File: src/rtl/ocu_pkg.sv
package ocu_pkg;
  typedef enum logic [1:0] {
    REG_STAT = 2'd0,
    REG_CTRL = 2'd1,
    REG_CMPH = 2'd2,
    REG_CMPL = 2'd3
  } ocu_reg_e;

  localparam int STAT_FLAG_BIT = 7;
  localparam int CTRL_LVL_BIT  = 0;
  localparam int CTRL_IE_BIT   = 1;
endpackage

File: src/rtl/ocu_timebase.sv
module ocu_timebase #(
  parameter int PRESCALE = 4,
  parameter int CW       = 16
) (
  input  logic          clk,
  input  logic          rst,
  output logic          strobe_o,
  output logic [CW-1:0] cnt_o
);
  localparam int PHW = (PRESCALE > 1) ? $clog2(PRESCALE) : 1;
  localparam logic [PHW-1:0] PH_LAST = PHW'(PRESCALE - 1);

  logic [PHW-1:0] phase_q;
  logic [CW-1:0]  cnt_q;

  assign strobe_o = (phase_q == PH_LAST);
  assign cnt_o    = cnt_q;

  always_ff @(posedge clk) begin
    if (rst) begin
      phase_q <= '0;
      cnt_q   <= '0;
    end else begin
      phase_q <= strobe_o ? '0 : phase_q + 1'b1;
      if (strobe_o) cnt_q <= cnt_q + 1'b1;
    end
  end

  // counter steps by one after a strobe, holds otherwise
  p_cnt_step_r3: assert property (@(posedge clk) disable iff (rst)
    strobe_o |=> (cnt_q == CW'($past(cnt_q) + 1'b1)));
  p_cnt_hold_r3: assert property (@(posedge clk) disable iff (rst)
    !strobe_o |=> $stable(cnt_q));
endmodule

File: src/rtl/ocu_cmpregs.sv
module ocu_cmpregs #(
  parameter int DW = 8
) (
  input  logic            clk,
  input  logic            rst,
  input  logic            wr_hi,
  input  logic            wr_lo,
  input  logic            wr_ctrl,
  input  logic [DW-1:0]   wdata,
  output logic [2*DW-1:0] cmp_o,
  output logic            level_o,
  output logic            ie_o,
  output logic            inhibit_o
);
  import ocu_pkg::*;

  logic [DW-1:0] hi_q, lo_q;
  logic          level_q, ie_q, inhibit_q;

  // compare bytes carry no reset
  always_ff @(posedge clk) begin
    if (wr_hi) hi_q <= wdata;
    if (wr_lo) lo_q <= wdata;
  end

  always_ff @(posedge clk) begin
    if (rst) begin
      level_q   <= 1'b0;
      ie_q      <= 1'b0;
      inhibit_q <= 1'b1;
    end else begin
      if (wr_ctrl) begin
        level_q <= wdata[CTRL_LVL_BIT];
        ie_q    <= wdata[CTRL_IE_BIT];
      end
      if (wr_hi)      inhibit_q <= 1'b1;
      else if (wr_lo) inhibit_q <= 1'b0;
    end
  end

  assign cmp_o     = {hi_q, lo_q};
  assign level_o   = level_q;
  assign ie_o      = ie_q;
  assign inhibit_o = inhibit_q;

  // high write suspends, low write releases
  p_hi_suspends_r6: assert property (@(posedge clk) disable iff (rst)
    wr_hi |=> inhibit_q);
  p_lo_releases_r6: assert property (@(posedge clk) disable iff (rst)
    (wr_lo && !wr_hi) |=> !inhibit_q);
  p_inhibit_hold_r6: assert property (@(posedge clk) disable iff (rst)
    (!wr_lo && !wr_hi) |=> $stable(inhibit_q));
endmodule

File: src/rtl/ocu_match.sv
module ocu_match #(
  parameter int CW = 16
) (
  input  logic          clk,
  input  logic          rst,
  input  logic          strobe,
  input  logic [CW-1:0] cnt,
  input  logic [CW-1:0] cmp,
  input  logic          inhibit,
  input  logic          hi_wr,
  input  logic          stat_rd,
  input  logic          lo_acc,
  input  logic          level,
  input  logic          ie,
  output logic          flag_o,
  output logic          pin_o,
  output logic          irq_o
);
  logic flag_q, arm_q, pin_q, hit;

  assign hit = strobe && !inhibit && !hi_wr && (cnt == cmp);

  always_ff @(posedge clk) begin
    if (rst) begin
      flag_q <= 1'b0;
      arm_q  <= 1'b0;
      pin_q  <= 1'b0;
    end else begin
      if (hit) pin_q <= level;
      if (hit)                 flag_q <= 1'b1;
      else if (arm_q && lo_acc) flag_q <= 1'b0;
      if (lo_acc)                arm_q <= 1'b0;
      else if (stat_rd && flag_q) arm_q <= 1'b1;
    end
  end

  assign flag_o = flag_q;
  assign pin_o  = pin_q;
  assign irq_o  = flag_q && ie;

  // flag and pin only move at a strobe edge
  p_flag_on_strobe_r4: assert property (@(posedge clk) disable iff (rst)
    $rose(flag_q) |-> $past(strobe));
  p_pin_on_strobe_r4: assert property (@(posedge clk) disable iff (rst)
    !$stable(pin_q) |-> ($past(strobe) || $past(rst)));
  // flag falls only after a low-byte access
  p_clear_path_r9: assert property (@(posedge clk) disable iff (rst)
    $fell(flag_q) |-> ($past(lo_acc) || $past(rst)));
  // a high write blocks any match in its cycle
  p_hi_blocks_r10: assert property (@(posedge clk) disable iff (rst)
    hi_wr |=> !$rose(flag_q));
endmodule

File: src/rtl/ocu_top.sv
module ocu_top #(
  parameter int DW       = 8,
  parameter int PRESCALE = 4
) (
  input  logic            clk,
  input  logic            rst,
  input  logic [1:0]      bus_addr,
  input  logic            bus_wr,
  input  logic            bus_rd,
  input  logic [DW-1:0]   bus_wdata,
  output logic [DW-1:0]   bus_rdata,
  output logic [2*DW-1:0] cnt_o,
  output logic            cmp_pin,
  output logic            irq
);
  import ocu_pkg::*;
  localparam int CW = 2 * DW;

  logic          strobe, inhibit, level, ie, flag;
  logic [CW-1:0] cnt, cmp;
  logic          wr_hi, wr_lo, wr_ctrl, stat_rd, lo_acc;
  logic [DW-1:0] rdata_q;

  assign wr_hi   = bus_wr && (bus_addr == REG_CMPH);
  assign wr_lo   = bus_wr && (bus_addr == REG_CMPL);
  assign wr_ctrl = bus_wr && (bus_addr == REG_CTRL);
  assign stat_rd = bus_rd && (bus_addr == REG_STAT);
  assign lo_acc  = (bus_rd || bus_wr) && (bus_addr == REG_CMPL);

  ocu_timebase #(.PRESCALE(PRESCALE), .CW(CW)) u_tb (
    .clk(clk), .rst(rst), .strobe_o(strobe), .cnt_o(cnt)
  );

  ocu_cmpregs #(.DW(DW)) u_regs (
    .clk(clk), .rst(rst), .wr_hi(wr_hi), .wr_lo(wr_lo), .wr_ctrl(wr_ctrl),
    .wdata(bus_wdata), .cmp_o(cmp), .level_o(level), .ie_o(ie),
    .inhibit_o(inhibit)
  );

  ocu_match #(.CW(CW)) u_match (
    .clk(clk), .rst(rst), .strobe(strobe), .cnt(cnt), .cmp(cmp),
    .inhibit(inhibit), .hi_wr(wr_hi), .stat_rd(stat_rd), .lo_acc(lo_acc),
    .level(level), .ie(ie), .flag_o(flag), .pin_o(cmp_pin), .irq_o(irq)
  );

  always_ff @(posedge clk) begin
    if (rst) begin
      rdata_q <= '0;
    end else if (bus_rd) begin
      rdata_q <= '0;
      case (bus_addr)
        REG_STAT: rdata_q[STAT_FLAG_BIT] <= flag;
        REG_CTRL: begin
          rdata_q[CTRL_LVL_BIT] <= level;
          rdata_q[CTRL_IE_BIT]  <= ie;
        end
        REG_CMPH: rdata_q <= cmp[CW-1:DW];
        default:  rdata_q <= cmp[DW-1:0];
      endcase
    end
  end

  assign bus_rdata = rdata_q;
  assign cnt_o     = cnt;
endmodule

File: config.mk
export PLATFORM = sky130hd
export DESIGN_NAME = ocu_top
export DESIGN_NICKNAME = d
export VERILOG_FILES = /design/src/rtl/ocu_pkg.sv /design/src/rtl/ocu_timebase.sv /design/src/rtl/ocu_cmpregs.sv /design/src/rtl/ocu_match.sv /design/src/rtl/ocu_top.sv
export SDC_FILE = /design/constraint.sdc
export NUM_CORES = 1
export LEC_CHECK = 0
export BUFFER_PORTS_ARGS = -buffer_cell sky130_fd_sc_hd__buf_4
export CORE_UTILIZATION = 55
export CTS_BUF_LIST = sky130_fd_sc_hd__clkbuf_8
export DETAILED_ROUTE_END_ITERATION = 8
export PLACE_DENSITY = 0.79
export SLEW_MARGIN = 5
export SYNTH_ARGS = -nofsm -noshare
export SYNTH_HDL_FRONTEND = slang
export SYNTH_SLANG_ARGS = --single-unit
File: constraint.sdc
create_clock -name clk -period 2 [get_ports clk]
set_input_delay 0.1 -clock clk [delete_from_list [all_inputs] [get_ports clk]]
set_output_delay 0.1 -clock clk [all_outputs]
set_load 0.1 [all_outputs]
; Word-level counts from Yosys, hierarchy flattened
; Cells that the tools add are included.
; Widths: inputs -> output; s select.
[op_classes]
addsub = 2
eq_ne = 5
mux = 5
n_reduce_logical = 20
[op_table]
columns = cell, n
row1 = $add 16x1->16 const B, 1
row2 = $eq 16x16->1, 1
row3 = $logic_and 1x1->1, 11
row4 = $pmux 5 s2, 1
row5 = $reduce_or 2->1, 4
row6 = $eq 2x2->1 const B, 3
row7 = $pmux 2 s3, 1
row8 = $pmux 1 s3, 1
row9 = $add 2x1->2 const B, 1
row10 = $eq 2x1->1 const B, 1
row11 = $logic_not 1->1, 2
row12 = $logic_not 2->1, 1
row13 = $mux 1, 2
row14 = $reduce_bool 2->1, 1
row15 = $logic_or 1x1->1, 1
[totals]
ff_bits = 48
input_bits = 14
output_inout_bits = 26
elab_cells = 43

; Depth between registers and ports, before layout
[logic_depth]
ltp_word = 6
ltp_mapped = 7

; Cells and area by module
; Synthesis repeated with hierarchy kept, for this count alone.
[unflattened]
cells_unflattened = 204
area_unflattened_um2 = 2208.4
[modules_own_cells]
columns = module, instances, cells_each, area_each_um2, seq_area_each_um2
row1 = ocu_timebase, 1, 89, 804.5, 360.3
row2 = ocu_cmpregs, 1, 26, 580.6, 540.5
row3 = ocu_top, 1, 53, 515.5, 160.2
row4 = ocu_match, 1, 36, 307.8, 60.1

; Least setup slack after synthesis
; Ideal clock, no wire load.
[synth_path]
path_kind = register to register
from = register u_tb.cnt_q[5] (netlist: u_tb.cnt_o[5])
to = register u_tb.cnt_q[12] (netlist: u_tb.cnt_o[12])
setup_time_ps = 70
arrival_ps = 2122
slack_ps = -192
stages_incl_launch_ff = 6
path_cell_list = dfxtp_1 -> buf_2 -> and4_4 -> nand4_4 -> or3_1 -> a21oi_1
[synth_between]
elab_chain_len = 1
[synth_lines]
columns = item, line_no
row1 = "start, declared", ocu_timebase.sv:14  ; logic [CW-1:0] cnt_q;
row2 = "start signal, assigned", ocu_timebase.sv:25  ; if (strobe_o) cnt_q <= cnt_q + 1'b1;
row3 = $add 16x1->16, ocu_timebase.sv:25
; Every way passes these cells.
; A chain may end at the register's enable or synchronous reset.

; Worst setup path after layout
[layout_path]
from = register u_tb.phase_q[0]
to = register u_tb.cnt_q[15] (netlist: u_tb.cnt_o[15])
[layout_between]
elab_chain_len = 1
[layout_lines]
columns = item, line_no
row1 = "start, declared", ocu_timebase.sv:13  ; logic [PHW-1:0] phase_q;
row2 = "start signal, assigned", ocu_timebase.sv:24  ; phase_q <= strobe_o ? '0 : phase_q + 1'b1;
row3 = $eq 2x2->1, ocu_timebase.sv:16  ; assign strobe_o = (phase_q == PH_LAST);
; Every way passes these cells.

==> impl_metrics.json <==
{
  "wl_per_cell_um": 14.5,
  "synth_cells": 201,
  "avgViaCountPerCell": 5.43,
  "io_buffers": 39,
  "grt_max_degree": 33,
  "end_kind": "flip-flop",
  "coreArea_um2": 3690,
  "hold_viol_final": 0,
  "relSlewSlack": 0.722,
  "period_share": 0.850,
  "die_w_um": 64.1,
  "tns_ps": 0,
  "min_period_ps": 1700,
  "antenna_cells": 0,
  "cts_max_path_buffers": 2,
  "postCtsSetupBuffers": 0,
  "cts_tree": "done",
  "pre_cts_slack_ps": 290,
  "skew_ps": 6.31,
  "fillers": 295,
  "grt_use_met1": 0.317,
  "first_iter_violations": 72,
  "clk_latency_ps": 300,
  "ant_nets": 0,
  "yosysWarnings": 0,
  "fin_ws_ps": 300,
  "final_area_um2": 2650,
  "p_leak_nw": 1.02,
  "pwr_density_cell_nw_per_um2": 738,
  "syn_area_um2": 2120,
  "rsz0062_at_grt": "no",
  "hold_path_class": "in2reg",
  "cts_made_buffers": 5,
  "cts_sinks": 48,
  "wl_um": 4310,
  "p_total_mw": 1.95,
  "required_ps": 2180,
  "path_class": "reg2reg",
  "ys_ff_latch": 48,
  "synthArstFlopShare": 0,
  "fin_util": 0.717,
  "drive_above_1_share": 0.285,
  "cts_resized": 0,
  "gp_congestion": 0.797,
  "syn_to_final_growth_pct": 24.8,
  "cp_max_fo": 8,
  "gr-usage-all-layers": 0.235,
  "synth-edff-count": 16,
  "route.vias.total": 1614,
  "status": "finished clean",
  "finalNetCount": 264,
  "syn_nets": 217,
  "clkTransAtPathRegs_ps": 80,
  "floorplan.initialDensity": 0.575,
  "setup_viol": 0,
  "worst_pin_slew_ps": 416,
  "grt_use_met3": 0.0643,
  "grt_pass1_wl_um": 7180,
  "grt-busiest-layer": "met2",
  "synthTopCellsByArea": "dfxtp_1, edfxtp_1, xnor2_1, mux2_2, xor2_1",
  "max-vdd-ir-drop_uv": 559,
  "arrival_ps": 1880,
  "max_cap_violations": 0,
  "synth.avg_cell_area_um2": 10.6,
  "antenna_found_initial": 0,
  "die_area_um2": 4110,
  "place_area_um2": 2460,
  "die_h_um": 64.1,
  "cts_htree_levels": 2,
  "grt.overflow.total": 0,
  "synth_top_area_frac": 0.302,
  "drt-pass1-iter-count": 4,
  "max_freq_ghz": 0.588,
  "first_global_vias": 1479,
  "cts_root_buffer": "clkbuf_8",
  "route.detailed.drc": 0,
  "ios": 40,
  "synthFlopType": "dfxtp_1",
  "synth_seq_area_share": 0.529,
  "grtUsageMet2": 0.367,
  "slew_viol_final": 0,
  "synth.largest_area_cell": "dfxtp_1",
  "dpl.hpwl_um": 2960,
  "start_kind": "flip-flop",
  "num_rows": 22,
  "ys_types": 32
}
[registers in the layout (all words and copies together) (netlist names)]
register	flops
u_regs.lo_q	8
u_tb.cnt_o	16
bus_rdata	8
u_regs.level_o	1
u_regs.ie_o	1
u_match.flag_o	1
u_regs.hi_q	8
u_tb.phase_q	2
u_match.pin_o	1
u_match.arm_q	1
u_regs.inhibit_o	1
[what timing repair did]
action,CTS,global route
endpoints found under the setup margin,0,0
endpoints found under the hold margin,16,0
hold buffers,8,0
[cell families (layout without fill, tap and decap cells)]
| family | after synthesis | after routing | synth area share |
|---|---|---|---|
| mux | 9 | 9 | 0.0472 |
| fa+ha+maj | 2 | 2 | 0.0118 |
| flops | 48 | 48 | 0.529 |
| xor+xnor | 29 | 29 | 0.120 |
| compound gates | 25 | 25 | 0.0690 |
| simple gates | 75 | 75 | 0.198 |
| buf+inv | 13 | 61 | 0.0260 |
[area by class of cell]
cell class	count	area, µm²	share of cell area
clock inverter	3	38.8	0.0147
sequential	48	1130	0.427
tap	48	60.1	0.0227
timing repair buffer	49	388	0.147
multi-input combinational	140	945	0.357
clock buffer	5	68.8	0.0260
inverter	4	15.0	0.00567
[cells in the final DEF, fill, tap and decap left out, drive strengths merged, types with 2 or more instances in the layout]
cell type    Yosys  routed
buf              3      41
dfxtp           32      32
nor2            23      23
xnor2           19      19
edfxtp          16      16
a21oi           13      13
nand3           11      11
nand2           10      10
xor2            10      10
nand4            9       9
mux2             8       8
dlygate4sd3      0       8
inv              4       5
nand2b           5       5
clkbuf           6       5
and3             5       5
o21ai            4       4
nor3             4       4
a211oi           3       3
a22oi            2       2
nor4             2       2
nor3b            2       2
or3              2       2
ha               2       2
[cells in the mapped netlist, drive strengths merged (2+ instances only)]
| library cell | count |
|---|---|
| dfxtp | 32 |
| nor2 | 23 |
| xnor2 | 19 |
| edfxtp | 16 |
| a21oi | 13 |
| nand3 | 11 |
| nand2 | 10 |
| xor2 | 10 |
| nand4 | 9 |
| mux2 | 8 |
| clkbuf | 6 |
| and3 | 5 |
| nand2b | 5 |
| inv | 4 |
| nor3 | 4 |
| o21ai | 4 |
| a211oi | 3 |
| buf | 3 |
| a22oi | 2 |
| ha | 2 |
| nor3b | 2 |
| nor4 | 2 |
| or3 | 2 |
[final timing paths]
check	from	to	slack, ps	cells after the start
setup reg to reg	u_tb.phase_q[0]$_SDFF_PP0_	u_tb.cnt_o[15]$_SDFFE_PP0N_	300	6
hold / removal	bus_wr	u_regs.ie_o$_SDFFE_PP0P_	120	3
hold reg to reg	u_tb.phase_q[0]$_SDFF_PP0_	u_tb.phase_q[0]$_SDFF_PP0_	430	1
setup / recovery	u_tb.phase_q[0]$_SDFF_PP0_	u_tb.cnt_o[15]$_SDFFE_PP0N_	300	6
[through the flow]
| step | hold WS, ps | cells |
|---|---|---|
| 5_1_grt | 111 | 297 |
| 4_1_cts | 112 | 297 |
| 6_report | 118 | 297 |
| 2_1_floorplan | 176 | 201 |
| 3_3_place_gp | 286 | 281 |
| 3_5_place_dp | 288 | 281 |
[critical path, stage by stage, from the launching register on]
cell	delay, ps
dfxtp_1	340
ha_1	330
and3_2	300
nand4_4	160
nor4_2	270
xnor2_1	150
nor2_1	50
[routing by layer]
layer / share of wire / vias to the layer above / wire length (µm)
met5: 0 / - / 0
met4: 0.011 / 0 / 47
met3: 0.045 / 5 / 195
met2: 0.48 / 40 / 2070
met1: 0.46 / 766 / 1990
li1: - / 803 / -
[report_power, final]
group | total (mW) | switching [mW] | internal, mW
clock | 0.668 | 0.302 | 0.366
sequential | 1.06 | 0.0229 | 1.04
combinational | 0.221 | 0.140 | 0.0808
Note: power is estimated with default switching activity, not from simulation.
